## src/rtl/ccr_pkg.sv

```systemverilog
// Package: shared types for the condition code flag unit.
// Assumes the register layout {X,N,Z,V,C} with X in bit 4.
package ccr_pkg;

    localparam int NFLAGS = 5;
    localparam int FX = 4;
    localparam int FN = 3;
    localparam int FZ = 2;
    localparam int FV = 1;
    localparam int FC = 0;

    typedef enum logic [3:0] {
        OPC_ADDR  = 4'd0,
        OPC_ADD   = 4'd1,
        OPC_SUB   = 4'd2,
        OPC_NEG   = 4'd3,
        OPC_ADDX  = 4'd4,
        OPC_SUBX  = 4'd5,
        OPC_NEGX  = 4'd6,
        OPC_CMP   = 4'd7,
        OPC_LOGIC = 4'd8,
        OPC_CLR   = 4'd9,
        OPC_DIV   = 4'd10,
        OPC_BIT   = 4'd11,
        OPC_LOAD  = 4'd12,
        OPC_ANDI  = 4'd13,
        OPC_ORI   = 4'd14,
        OPC_XORI  = 4'd15
    } op_class_e;

    typedef enum logic [1:0] {
        SZ_BYTE = 2'd0,
        SZ_WORD = 2'd1,
        SZ_LONG = 2'd2,
        SZ_LONG_ALT = 2'd3
    } op_size_e;

    // Per-flag action chosen by the class decoder.
    typedef enum logic [1:0] {
        ACT_KEEP = 2'd0,
        ACT_CALC = 2'd1,
        ACT_ZERO = 2'd2,
        ACT_ONE  = 2'd3
    } flag_act_e;

    typedef enum logic [1:0] {
        DIR_LOAD = 2'd0,
        DIR_AND  = 2'd1,
        DIR_OR   = 2'd2,
        DIR_XOR  = 2'd3
    } dir_mode_e;

endpackage

```

## src/rtl/ccr_size_view.sv

```systemverilog
// Size view: picks the sign bit and zero test for byte, word or long.
// Assumes DW is a multiple of 4, byte = DW/4 and word = DW/2 bits.
module ccr_size_view #(
    parameter int DW = 32
) (
    input  logic [DW-1:0] res_i,
    input  logic [1:0]    size_i,
    output logic          msb_o,
    output logic          zero_o
);
    localparam int BW = DW / 4;
    localparam int WW = DW / 2;

    logic z_byte, z_word, z_long;

    // Zero detection for each width.
    always_comb begin
        z_byte = ~|res_i[BW-1:0];
        z_word = ~|res_i[WW-1:0];
        z_long = ~|res_i;
    end

    // Select the sign bit and zero flag by size; code 3 acts as long.
    always_comb begin
        case (size_i)
            2'd0:    begin msb_o = res_i[BW-1]; zero_o = z_byte; end
            2'd1:    begin msb_o = res_i[WW-1]; zero_o = z_word; end
            default: begin msb_o = res_i[DW-1]; zero_o = z_long; end
        endcase
    end
endmodule

```

## src/rtl/ccr_class_decode.sv

```systemverilog
// Class decoder: maps an operation class to one action per flag and
// flags the direct-write classes. Purely combinational.
module ccr_class_decode
    import ccr_pkg::*;
(
    input  logic [3:0]               op_i,
    output flag_act_e [NFLAGS-1:0]   act_o,
    output logic                     direct_o,
    output dir_mode_e                dir_mode_o
);
    op_class_e op;
    assign op = op_class_e'(op_i);

    // Per-class action table, one entry per flag.
    always_comb begin
        act_o      = {NFLAGS{ACT_KEEP}};
        direct_o   = 1'b0;
        dir_mode_o = DIR_LOAD;
        case (op)
            OPC_ADD, OPC_SUB, OPC_NEG,
            OPC_ADDX, OPC_SUBX, OPC_NEGX: begin
                act_o[FX] = ACT_CALC;
                act_o[FN] = ACT_CALC;
                act_o[FZ] = ACT_CALC;
                act_o[FV] = ACT_CALC;
                act_o[FC] = ACT_CALC;
            end
            OPC_CMP: begin
                act_o[FN] = ACT_CALC;
                act_o[FZ] = ACT_CALC;
                act_o[FV] = ACT_CALC;
                act_o[FC] = ACT_CALC;
            end
            OPC_LOGIC: begin
                act_o[FN] = ACT_CALC;
                act_o[FZ] = ACT_CALC;
                act_o[FV] = ACT_ZERO;
                act_o[FC] = ACT_ZERO;
            end
            OPC_CLR: begin
                act_o[FN] = ACT_ZERO;
                act_o[FZ] = ACT_ONE;
                act_o[FV] = ACT_ZERO;
                act_o[FC] = ACT_ZERO;
            end
            OPC_DIV: begin
                act_o[FN] = ACT_CALC;
                act_o[FZ] = ACT_CALC;
                act_o[FV] = ACT_CALC;
                act_o[FC] = ACT_ZERO;
            end
            OPC_BIT: begin
                act_o[FZ] = ACT_CALC;
            end
            OPC_LOAD: begin
                direct_o   = 1'b1;
                dir_mode_o = DIR_LOAD;
            end
            OPC_ANDI: begin
                direct_o   = 1'b1;
                dir_mode_o = DIR_AND;
            end
            OPC_ORI: begin
                direct_o   = 1'b1;
                dir_mode_o = DIR_OR;
            end
            OPC_XORI: begin
                direct_o   = 1'b1;
                dir_mode_o = DIR_XOR;
            end
            default: begin
                act_o = {NFLAGS{ACT_KEEP}};
            end
        endcase
    end
endmodule

```

## src/rtl/ccr_flag_calc.sv

```systemverilog
// Flag calculator: computes candidate flag values and the direct-write
// value. Assumes carry_i is already taken at the selected operand size.
module ccr_flag_calc
    import ccr_pkg::*;
(
    input  logic [3:0]        op_i,
    input  logic              msb_i,
    input  logic              zero_i,
    input  logic              bit0_i,
    input  logic              src_msb_i,
    input  logic              dst_msb_i,
    input  logic              carry_i,
    input  logic [NFLAGS-1:0] imm_i,
    input  logic [NFLAGS-1:0] ccr_q_i,
    input  dir_mode_e         dir_mode_i,
    output logic [NFLAGS-1:0] calc_o,
    output logic [NFLAGS-1:0] direct_val_o
);
    op_class_e op;
    logic      v_add, v_sub, v_neg;

    assign op = op_class_e'(op_i);

    // Overflow candidates for the three arithmetic forms.
    always_comb begin
        v_add = (src_msb_i == dst_msb_i) && (msb_i != src_msb_i);
        v_sub = (src_msb_i != dst_msb_i) && (msb_i != dst_msb_i);
        v_neg = dst_msb_i & msb_i;
    end

    // Candidate values used when a flag's action is CALC.
    always_comb begin
        calc_o     = '0;
        calc_o[FX] = carry_i;
        calc_o[FC] = carry_i;
        calc_o[FN] = msb_i;
        case (op)
            OPC_ADDX, OPC_SUBX, OPC_NEGX: calc_o[FZ] = ccr_q_i[FZ] & zero_i;
            OPC_BIT:                      calc_o[FZ] = ~bit0_i;
            default:                      calc_o[FZ] = zero_i;
        endcase
        case (op)
            OPC_ADD, OPC_ADDX:           calc_o[FV] = v_add;
            OPC_SUB, OPC_SUBX, OPC_CMP:  calc_o[FV] = v_sub;
            OPC_NEG, OPC_NEGX:           calc_o[FV] = v_neg;
            OPC_DIV:                     calc_o[FV] = carry_i;
            default:                     calc_o[FV] = 1'b0;
        endcase
    end

    // Whole-register value for load and immediate-combine classes.
    always_comb begin
        case (dir_mode_i)
            DIR_AND: direct_val_o = ccr_q_i & imm_i;
            DIR_OR:  direct_val_o = ccr_q_i | imm_i;
            DIR_XOR: direct_val_o = ccr_q_i ^ imm_i;
            default: direct_val_o = imm_i;
        endcase
    end
endmodule

```

## src/rtl/ccr_flag_unit.sv

```systemverilog
// Top: condition code register with per-class flag update rules.
// Assumes one update per strobe; the upper result bits carry no meaning
// for the direct-write classes.
module ccr_flag_unit
    import ccr_pkg::*;
#(
    parameter int DW = 32
) (
    input  logic          clk_i,
    input  logic          rst_ni,
    input  logic          wr_i,
    input  logic [3:0]    op_i,
    input  logic [1:0]    size_i,
    input  logic [DW-1:0] res_i,
    input  logic          src_msb_i,
    input  logic          dst_msb_i,
    input  logic          carry_i,
    output logic [4:0]    ccr_o
);
    logic [NFLAGS-1:0]      ccr_q, ccr_d, per_flag, calc, direct_val;
    flag_act_e [NFLAGS-1:0] act;
    logic                   direct;
    dir_mode_e              dir_mode;
    logic                   msb, zero;

    ccr_size_view #(.DW(DW)) size_i0 (
        .res_i  (res_i),
        .size_i (size_i),
        .msb_o  (msb),
        .zero_o (zero)
    );

    ccr_class_decode dec_i (
        .op_i       (op_i),
        .act_o      (act),
        .direct_o   (direct),
        .dir_mode_o (dir_mode)
    );

    ccr_flag_calc calc_i (
        .op_i         (op_i),
        .msb_i        (msb),
        .zero_i       (zero),
        .bit0_i       (res_i[0]),
        .src_msb_i    (src_msb_i),
        .dst_msb_i    (dst_msb_i),
        .carry_i      (carry_i),
        .imm_i        (res_i[NFLAGS-1:0]),
        .ccr_q_i      (ccr_q),
        .dir_mode_i   (dir_mode),
        .calc_o       (calc),
        .direct_val_o (direct_val)
    );

    // One next-value selector per flag.
    for (genvar f = 0; f < NFLAGS; f++) begin : g_flag
        // Apply the decoded action to flag f.
        always_comb begin
            case (act[f])
                ACT_CALC: per_flag[f] = calc[f];
                ACT_ZERO: per_flag[f] = 1'b0;
                ACT_ONE:  per_flag[f] = 1'b1;
                default:  per_flag[f] = ccr_q[f];
            endcase
        end
    end

    // Direct-write classes override the per-flag path.
    always_comb begin
        ccr_d = direct ? direct_val : per_flag;
    end

    // Flag register: reset to zero, update only on the strobe.
    always_ff @(posedge clk_i) begin
        if (!rst_ni) begin
            ccr_q <= '0;
        end else if (wr_i) begin
            ccr_q <= ccr_d;
        end
    end

    assign ccr_o = ccr_q;
endmodule

```

## config.mk

```make
export PLATFORM = sky130hd
export DESIGN_NAME = ccr_flag_unit
export DESIGN_NICKNAME = d
export VERILOG_FILES = /design/src/rtl/ccr_pkg.sv /design/src/rtl/ccr_size_view.sv /design/src/rtl/ccr_class_decode.sv /design/src/rtl/ccr_flag_calc.sv /design/src/rtl/ccr_flag_unit.sv
export SDC_FILE = /design/constraint.sdc
export NUM_CORES = 1
export LEC_CHECK = 0
export BUFFER_PORTS_ARGS = -buffer_cell sky130_fd_sc_hd__buf_2
export CORE_AREA = 2 2 56 53
export CTS_BUF_LIST = sky130_fd_sc_hd__clkbuf_4 sky130_fd_sc_hd__clkbuf_8
export DETAILED_ROUTE_END_ITERATION = 8
export DIE_AREA = 0 0 58 55
export MAX_ROUTING_LAYER = met4
export PLACE_DENSITY_LB_ADDON = 0.2
export SLEW_MARGIN = 20
export SYNTH_ARGS = -nofsm -noshare
export SYNTH_HDL_FRONTEND = slang
export SYNTH_HIERARCHICAL = 1
export SYNTH_SLANG_ARGS = --single-unit
```

## constraint.sdc

```tcl
create_clock -name clk_i -period 1.7 [get_ports clk_i]
set_input_delay 0.17 -clock clk_i [delete_from_list [all_inputs] [get_ports clk_i]]
set_output_delay 0.17 -clock clk_i [all_outputs]
set_load 0.05 [all_outputs]
```

==> results.toml, run 1 <==
[cells_and_area]
drive_gt1_share_pct = 50.8
area_delta_synth_final_pct = 49.2
final-seq-area_um2 = 119
antennaDiodeCount = 0
multi_input_area_um2 = 831
postLayoutCoreUtil_pct = 57.5
fillCellCount = 254
final_common_cell = "buf_2"
layout.nets = 248
largest_reg_flops = 5
final_cell_mix = "buf_2 (48), buf_4 (22), inv_1 (16), ha_1 (12), nand2_1 (9)"

[power]
switching_share_pct = 37.3
p_leak_nw = 0.697
internal_power_mw = 0.377
p_comb_share_pct = 50.6
clkPwrFrac_pct = 27.6
p_seq_share_pct = 21.8
switchingPower_mw = 0.224
vdd_drop_max_uv = 328
power_per_cell_area_nw_per_um2 = 400

[min_path]
min-delay-start = "rst_ni"
holdPathEnd = "ccr_o[4]$_SDFFE_PN0P_"
worstHoldPathType = "in -> reg"
hold_depth = 2

[worst_setup_path]
required_ps = 1890
crit_type = "in -> reg"
ff2ff_path_depth = 6
crit_chain = "buf_2, mux2i_2, o21ai_2, or3b_1, a2111oi_2, a221o_2, o21ai_1, o21ai_0, a32o_1"
worst_setup_path_start_kind = "primary input"
slowest_stage = "or3b_1"
worstSetupStartpoint = "size_i[0]"
critPathArrivalTime_ps = 1810
cp-end-kind = "flip-flop"
path_max_fanout = 4
worstReg2RegEnd = "ccr_o[0]$_SDFFE_PN0P_"
max_stage_delay_ps = 380
crit-reg2reg-launch = "ccr_o[0]$_SDFFE_PN0P_"
reg2reg_slack_ps = 80

[detailed_routing]
drc_errors = 0
viasPerCell = 5.36
wl_per_cell_um = 13.3
first_pass_iters = 4
drt_iter0_drc = 20
wl_mm = 2.94
num_vias = 1185
drtAntennaViolNets = 0

[floorplanning]
placementRows = 18
die_y_um = 55
die_area_um2 = 3190
core_area_um2 = 2610
io_pins = 49
start_util_pct = 38.6
die_w_um = 58

[logic_synthesis]
synth-edff-count = 0
synth_ff_type = "dfxtp_1"
synthArstFlopShare_pct = 0
ys_types = 40
postSynthCellCount = 122
ys_ff_latch = 5
synth_nets = 178
synth_seq_area_share_pct = 9.94
synth.avg_cell_area_um2 = 8.26
syn-cell-area_um2 = 1010
yosysWarnings = 6

[run_status]
status = "complete, no violations"

[cts]
cts_setup_buffers = 0
cts_tree = "built"
root_buffer = "clkbuf_4"
clock-sinks = 5
htree_levels = 1
insertion_delay_ps = 260
clk_pin_slew_ps = 50
numCtsBuffers = 3
holdBufCountCts = 0
clock_path_buffers = 2

[sta]
finalHoldViolCount = 0
setup_viol = 0
period_share_pct = 95.5
rsz0062_at_grt = "true"
maxSlewViolCount = 0
layout_min_cycle_time_ps = 1620
holdWs_ps = 259
clock_skew_ps = 0
fmax_mhz = 616

[grt]
grt_usage_pct = 20.2
grt_pass1_vias = 1140
grt_max_degree = 14
grt_overflow = 0
antenna_found_initial = 0
grt_pass1_wl_mm = 4.86

[placed_design]
portBuffers = 48
dp_hpwl_mm = 2.45
gp_congestion = 0.813

[flow_run]
max_cap_violations = 0
==> critical path: cells and delay by family <==
kind,cells,cell delay (ps)
AOI/OAI and AO/OA,6,1010
and+or+nand+nor,1,380
buffers and inverters,1,110
muxes,1,150
==> logic make-up (layout without fill, tap and decap cells) <==
group           count (synthesis)  in the layout  synth area share, %
buf+inv                        22             91                 9.94
xor+xnor                        2              2                 1.74
compound gates                 29             29                 21.0
flops                           5              5                 9.94
fa+ha+maj                      12             12                 14.9
simple gates                   44             44                 28.9
mux                             7              7                 13.2
other cells                     1              1                0.372
==> what timing repair did <==
action / 4_1_cts / 5_1_grt
endpoints found under the setup margin: 1 / 2
gates resized for setup: 1 / 5
pin swaps: 0 / 0
gates cloned: 0 / 0
==> through the flow <==
step                setup WS [ps]  area [um2]  cells  total power [mW]  TNS (ps)
floorplan                    33.2        1030    122             0.279         0
global placement             -178        1450    217             0.417      -410
detailed placement           -268        1450    217             0.430      -604
CTS                          45.8        1480    221             0.598         0
global route                -21.5        1500    221             0.637     -21.5
finish                       76.0        1500    221             0.601         0
==> layout make-up <==
type	count	share of cell area, %
Timing Repair Buffer	71	28.3
Clock buffer	4	2.00
Sequential cell	5	7.91
Inverter	16	4.00
Tap cell	30	2.50
Multi-Input combinational cell	95	55.3
==> cells in the mapped netlist, types with 3 or more instances <==
cell type | instances | area [um2]
nor2_1 | 6 | 22.5
o31ai_1 | 4 | 30.0
nand2_1 | 9 | 33.8
a32o_1 | 4 | 40.0
o21ai_0 | 10 | 50.1
mux4_2 | 5 | 113
nor4_1 | 4 | 25.0
ha_1 | 12 | 150
inv_1 | 16 | 60.1
dfxtp_1 | 5 | 100
and3_1 | 3 | 18.8
buf_4 | 4 | 30.0
nor4_2 | 4 | 50.1
nor3b_1 | 3 | 22.5
==> routing by layer <==
metal,track usage (%),vias to the layer above,wire (um)
met1,24.0,558,1310
met3,1.40,3,81
met4,5.81,0,27
met2,37.5,27,1520
li1,-,597,-
met5,-,-,0
==> power by group through the flow <==
stage | Clock [mW] | Sequential [mW] | Combinational [mW]
final | 0.166 | 0.131 | 0.304
after global routing | 0.171 | 0.132 | 0.335
after CTS | 0.167 | 0.131 | 0.300
after detailed placement | 0 | 0.133 | 0.297
after global placement | 0 | 0.132 | 0.285
after floorplan | 0 | 0.157 | 0.122
==> worst max-delay path by stage <==
| stage | end | slack [ps] | cells past startpoint |
|---|---|---|---|
| after floorplan | ccr_o[1]$_SDFFE_PN0P_ | 30 | 8 |
| after global placement | ccr_o[1]$_SDFFE_PN0P_ | -180 | 9 |
| after detailed placement | ccr_o[1]$_SDFFE_PN0P_ | -270 | 9 |
| after CTS | ccr_o[2]$_SDFFE_PN0P_ | 50 | 9 |
| after global routing | ccr_o[2]$_SDFFE_PN0P_ | -20 | 10 |
| final | ccr_o[1]$_SDFFE_PN0P_ | 80 | 9 |
Power figures use the tool's default switching activity.
==> run 2: changes to the inputs <==
Settings changed: PLACE_DENSITY set to 0.72, PLACE_DENSITY_LB_ADDON 0.2 to unset.
==> run 2 against run 1 <==
Utilization up 0.24 points. Global-route usage fell by 0.60 points. First-iteration DRC count increased by 50%. Flip-flop and latch count did not move. Worst hold slack better by 8.2 ps. Wire length decreased by 3.5%. Critical path depth is 3 lower. Clock skew is the same. Via count rose by 0.34%. Register-to-register slack is essentially flat. Maximum frequency shrank 0.65%. Highest routed layer unchanged.
==> results.toml, run 2 (synthesis results as in run 1) <==
[sta]
slew-limit-headroom_pct = 64.6
fmax_mhz = 612
setup_viol = 0
holdWs_ps = 267
finalHoldViolCount = 0
period_share_pct = 96.2
clock_skew_ps = 0
setup_slack_ps = 65.4
tightest_slew_ps = 531
maxSlewViolCount = 0
layout_min_cycle_time_ps = 1630
tns_ps = 0

[detailed_routing]
wl_per_cell_um = 13.1
first_pass_iters = 4
drt_iter0_drc = 30
num_vias = 1189
drc_errors = 0
viasPerCell = 5.48
wl_mm = 2.84
drtAntennaViolNets = 0

[cells_and_area]
postLayoutCoreUtil_pct = 57.8
final_common_cell = "buf_2"
fillCellCount = 231
largest_reg_flops = 5
layout.nets = 244
drive_gt1_share_pct = 52.4
antennaDiodeCount = 0
area_delta_synth_final_pct = 49.8
instances_no_fill = 217
final_cell_mix = "buf_2 (48), buf_4 (18), inv_1 (15), ha_1 (11), nand2_1 (8)"

[grt]
grt_max_degree = 17
grt_pass1_wl_mm = 4.82
grt_pass1_vias = 1124
grt_usage_pct = 19.6
antenna_found_initial = 0
grt_overflow = 0

[floorplanning]
io_pins = 49
placementRows = 18
core_area_um2 = 2610
die_area_um2 = 3190
die_w_um = 58
die_y_um = 55
start_util_pct = 38.6

[cts]
clk_pin_slew_ps = 40
cts_tree = "built"
holdBufCountCts = 0
insertion_delay_ps = 250
root_buffer = "clkbuf_4"
htree_levels = 1
clock-sinks = 5
numCtsBuffers = 3
clock_path_buffers = 2

[placed_design]
pre_cts_slack_ps = -235
gp_congestion = 0.855
dp_hpwl_mm = 2.40
portBuffers = 48
dp_cells = 213

[power]
p_leak_nw = 0.688
power_per_cell_area_nw_per_um2 = 393
vdd_drop_max_uv = 283

[worst_setup_path]
worst_setup_path_start_kind = "flip-flop"
cp-end-kind = "flip-flop"
path_max_fanout = 5
ff2ff_path_depth = 6
reg2reg_slack_ps = 70
crit-reg2reg-launch = "ccr_o[2]$_SDFFE_PN0P_"
crit_type = "reg -> reg"
worstReg2RegEnd = "ccr_o[2]$_SDFFE_PN0P_"
critPathArrivalTime_ps = 1770
required_ps = 1830

[run_status]
status = "complete, no violations"

[min_path]
holdPathEnd = "ccr_o[1]$_SDFFE_PN0P_"
worstHoldPathType = "in -> reg"
hold_depth = 2
min-delay-start = "rst_ni"

[flow_run]
max_cap_violations = 0
## run 2: cell type report
type / instances / area (um2) / share of cell area, %
Tap cell: 30 / 37.5 / 2.49
Clock buffer: 4 / 30.0 / 1.99
Timing Repair Buffer: 67 / 395 / 26.2
Inverter: 16 / 60.1 / 3.98
Multi-Input combinational cell: 95 / 867 / 57.5
Sequential cell: 5 / 119 / 7.88
## run 2: worst max-delay path: stages, from the launching register on
cell and delay [ps]:
dfxtp_4 360, inv_1 40, ha_1 260, mux4_2 470, nand2_1 70, o21ai_0 90, a32o_1 220
## run 2: how the worst max path moves through the flow
| stage | start | endpoint | slack (ps) | depth (start not counted) |
|---|---|---|---|---|
| global route | size_i[0] | ccr_o[1]$_SDFFE_PN0P_ | -20 | 9 |
| finish | ccr_o[2]$_SDFFE_PN0P_ | ccr_o[2]$_SDFFE_PN0P_ | 70 | 6 |
| detailed placement | res_i[1] | ccr_o[2]$_SDFFE_PN0P_ | -240 | 9 |
| global placement | res_i[1] | ccr_o[2]$_SDFFE_PN0P_ | -210 | 9 |
| floorplan | size_i[0] | ccr_o[1]$_SDFFE_PN0P_ | 30 | 8 |
| CTS | size_i[0] | ccr_o[1]$_SDFFE_PN0P_ | 30 | 9 |
## run 2: metal layers
layer | vias up | global-route usage [%] | wire, um
met5 | - | - | 0
met4 | 0 | 3.49 | 24
met3 | 5 | 0.930 | 53
met2 | 19 | 36.4 | 1450
met1 | 578 | 24.3 | 1310
li1 | 587 | - | -
## run 2: timing repair
action                                 4_1_cts  5_1_grt
endpoints found under the hold margin        0        0
setup buffers                                0        0
pin swaps                                    0        3
setup endpoints to repair                    1        5
gates resized for setup                      1       14
## run 2: stage by stage
| step | cell area (um2) | power, mW |
|---|---|---|
| floorplan | 1030 | 0.279 |
| global placement | 1420 | 0.407 |
| detailed placement | 1420 | 0.420 |
| CTS | 1460 | 0.577 |
| global route | 1510 | 0.635 |
| finish | 1510 | 0.593 |
## run 2: where the power goes
part / internal, mW / total [mW] / leakage (nW) / switching [mW]
clock network: 0.105 / 0.159 / 0.0184 / 0.0539
logic: 0.146 / 0.303 / 0.625 / 0.157
registers: 0.123 / 0.131 / 0.0445 / 0.00845
total: 0.374 / 0.593 / 0.688 / 0.219
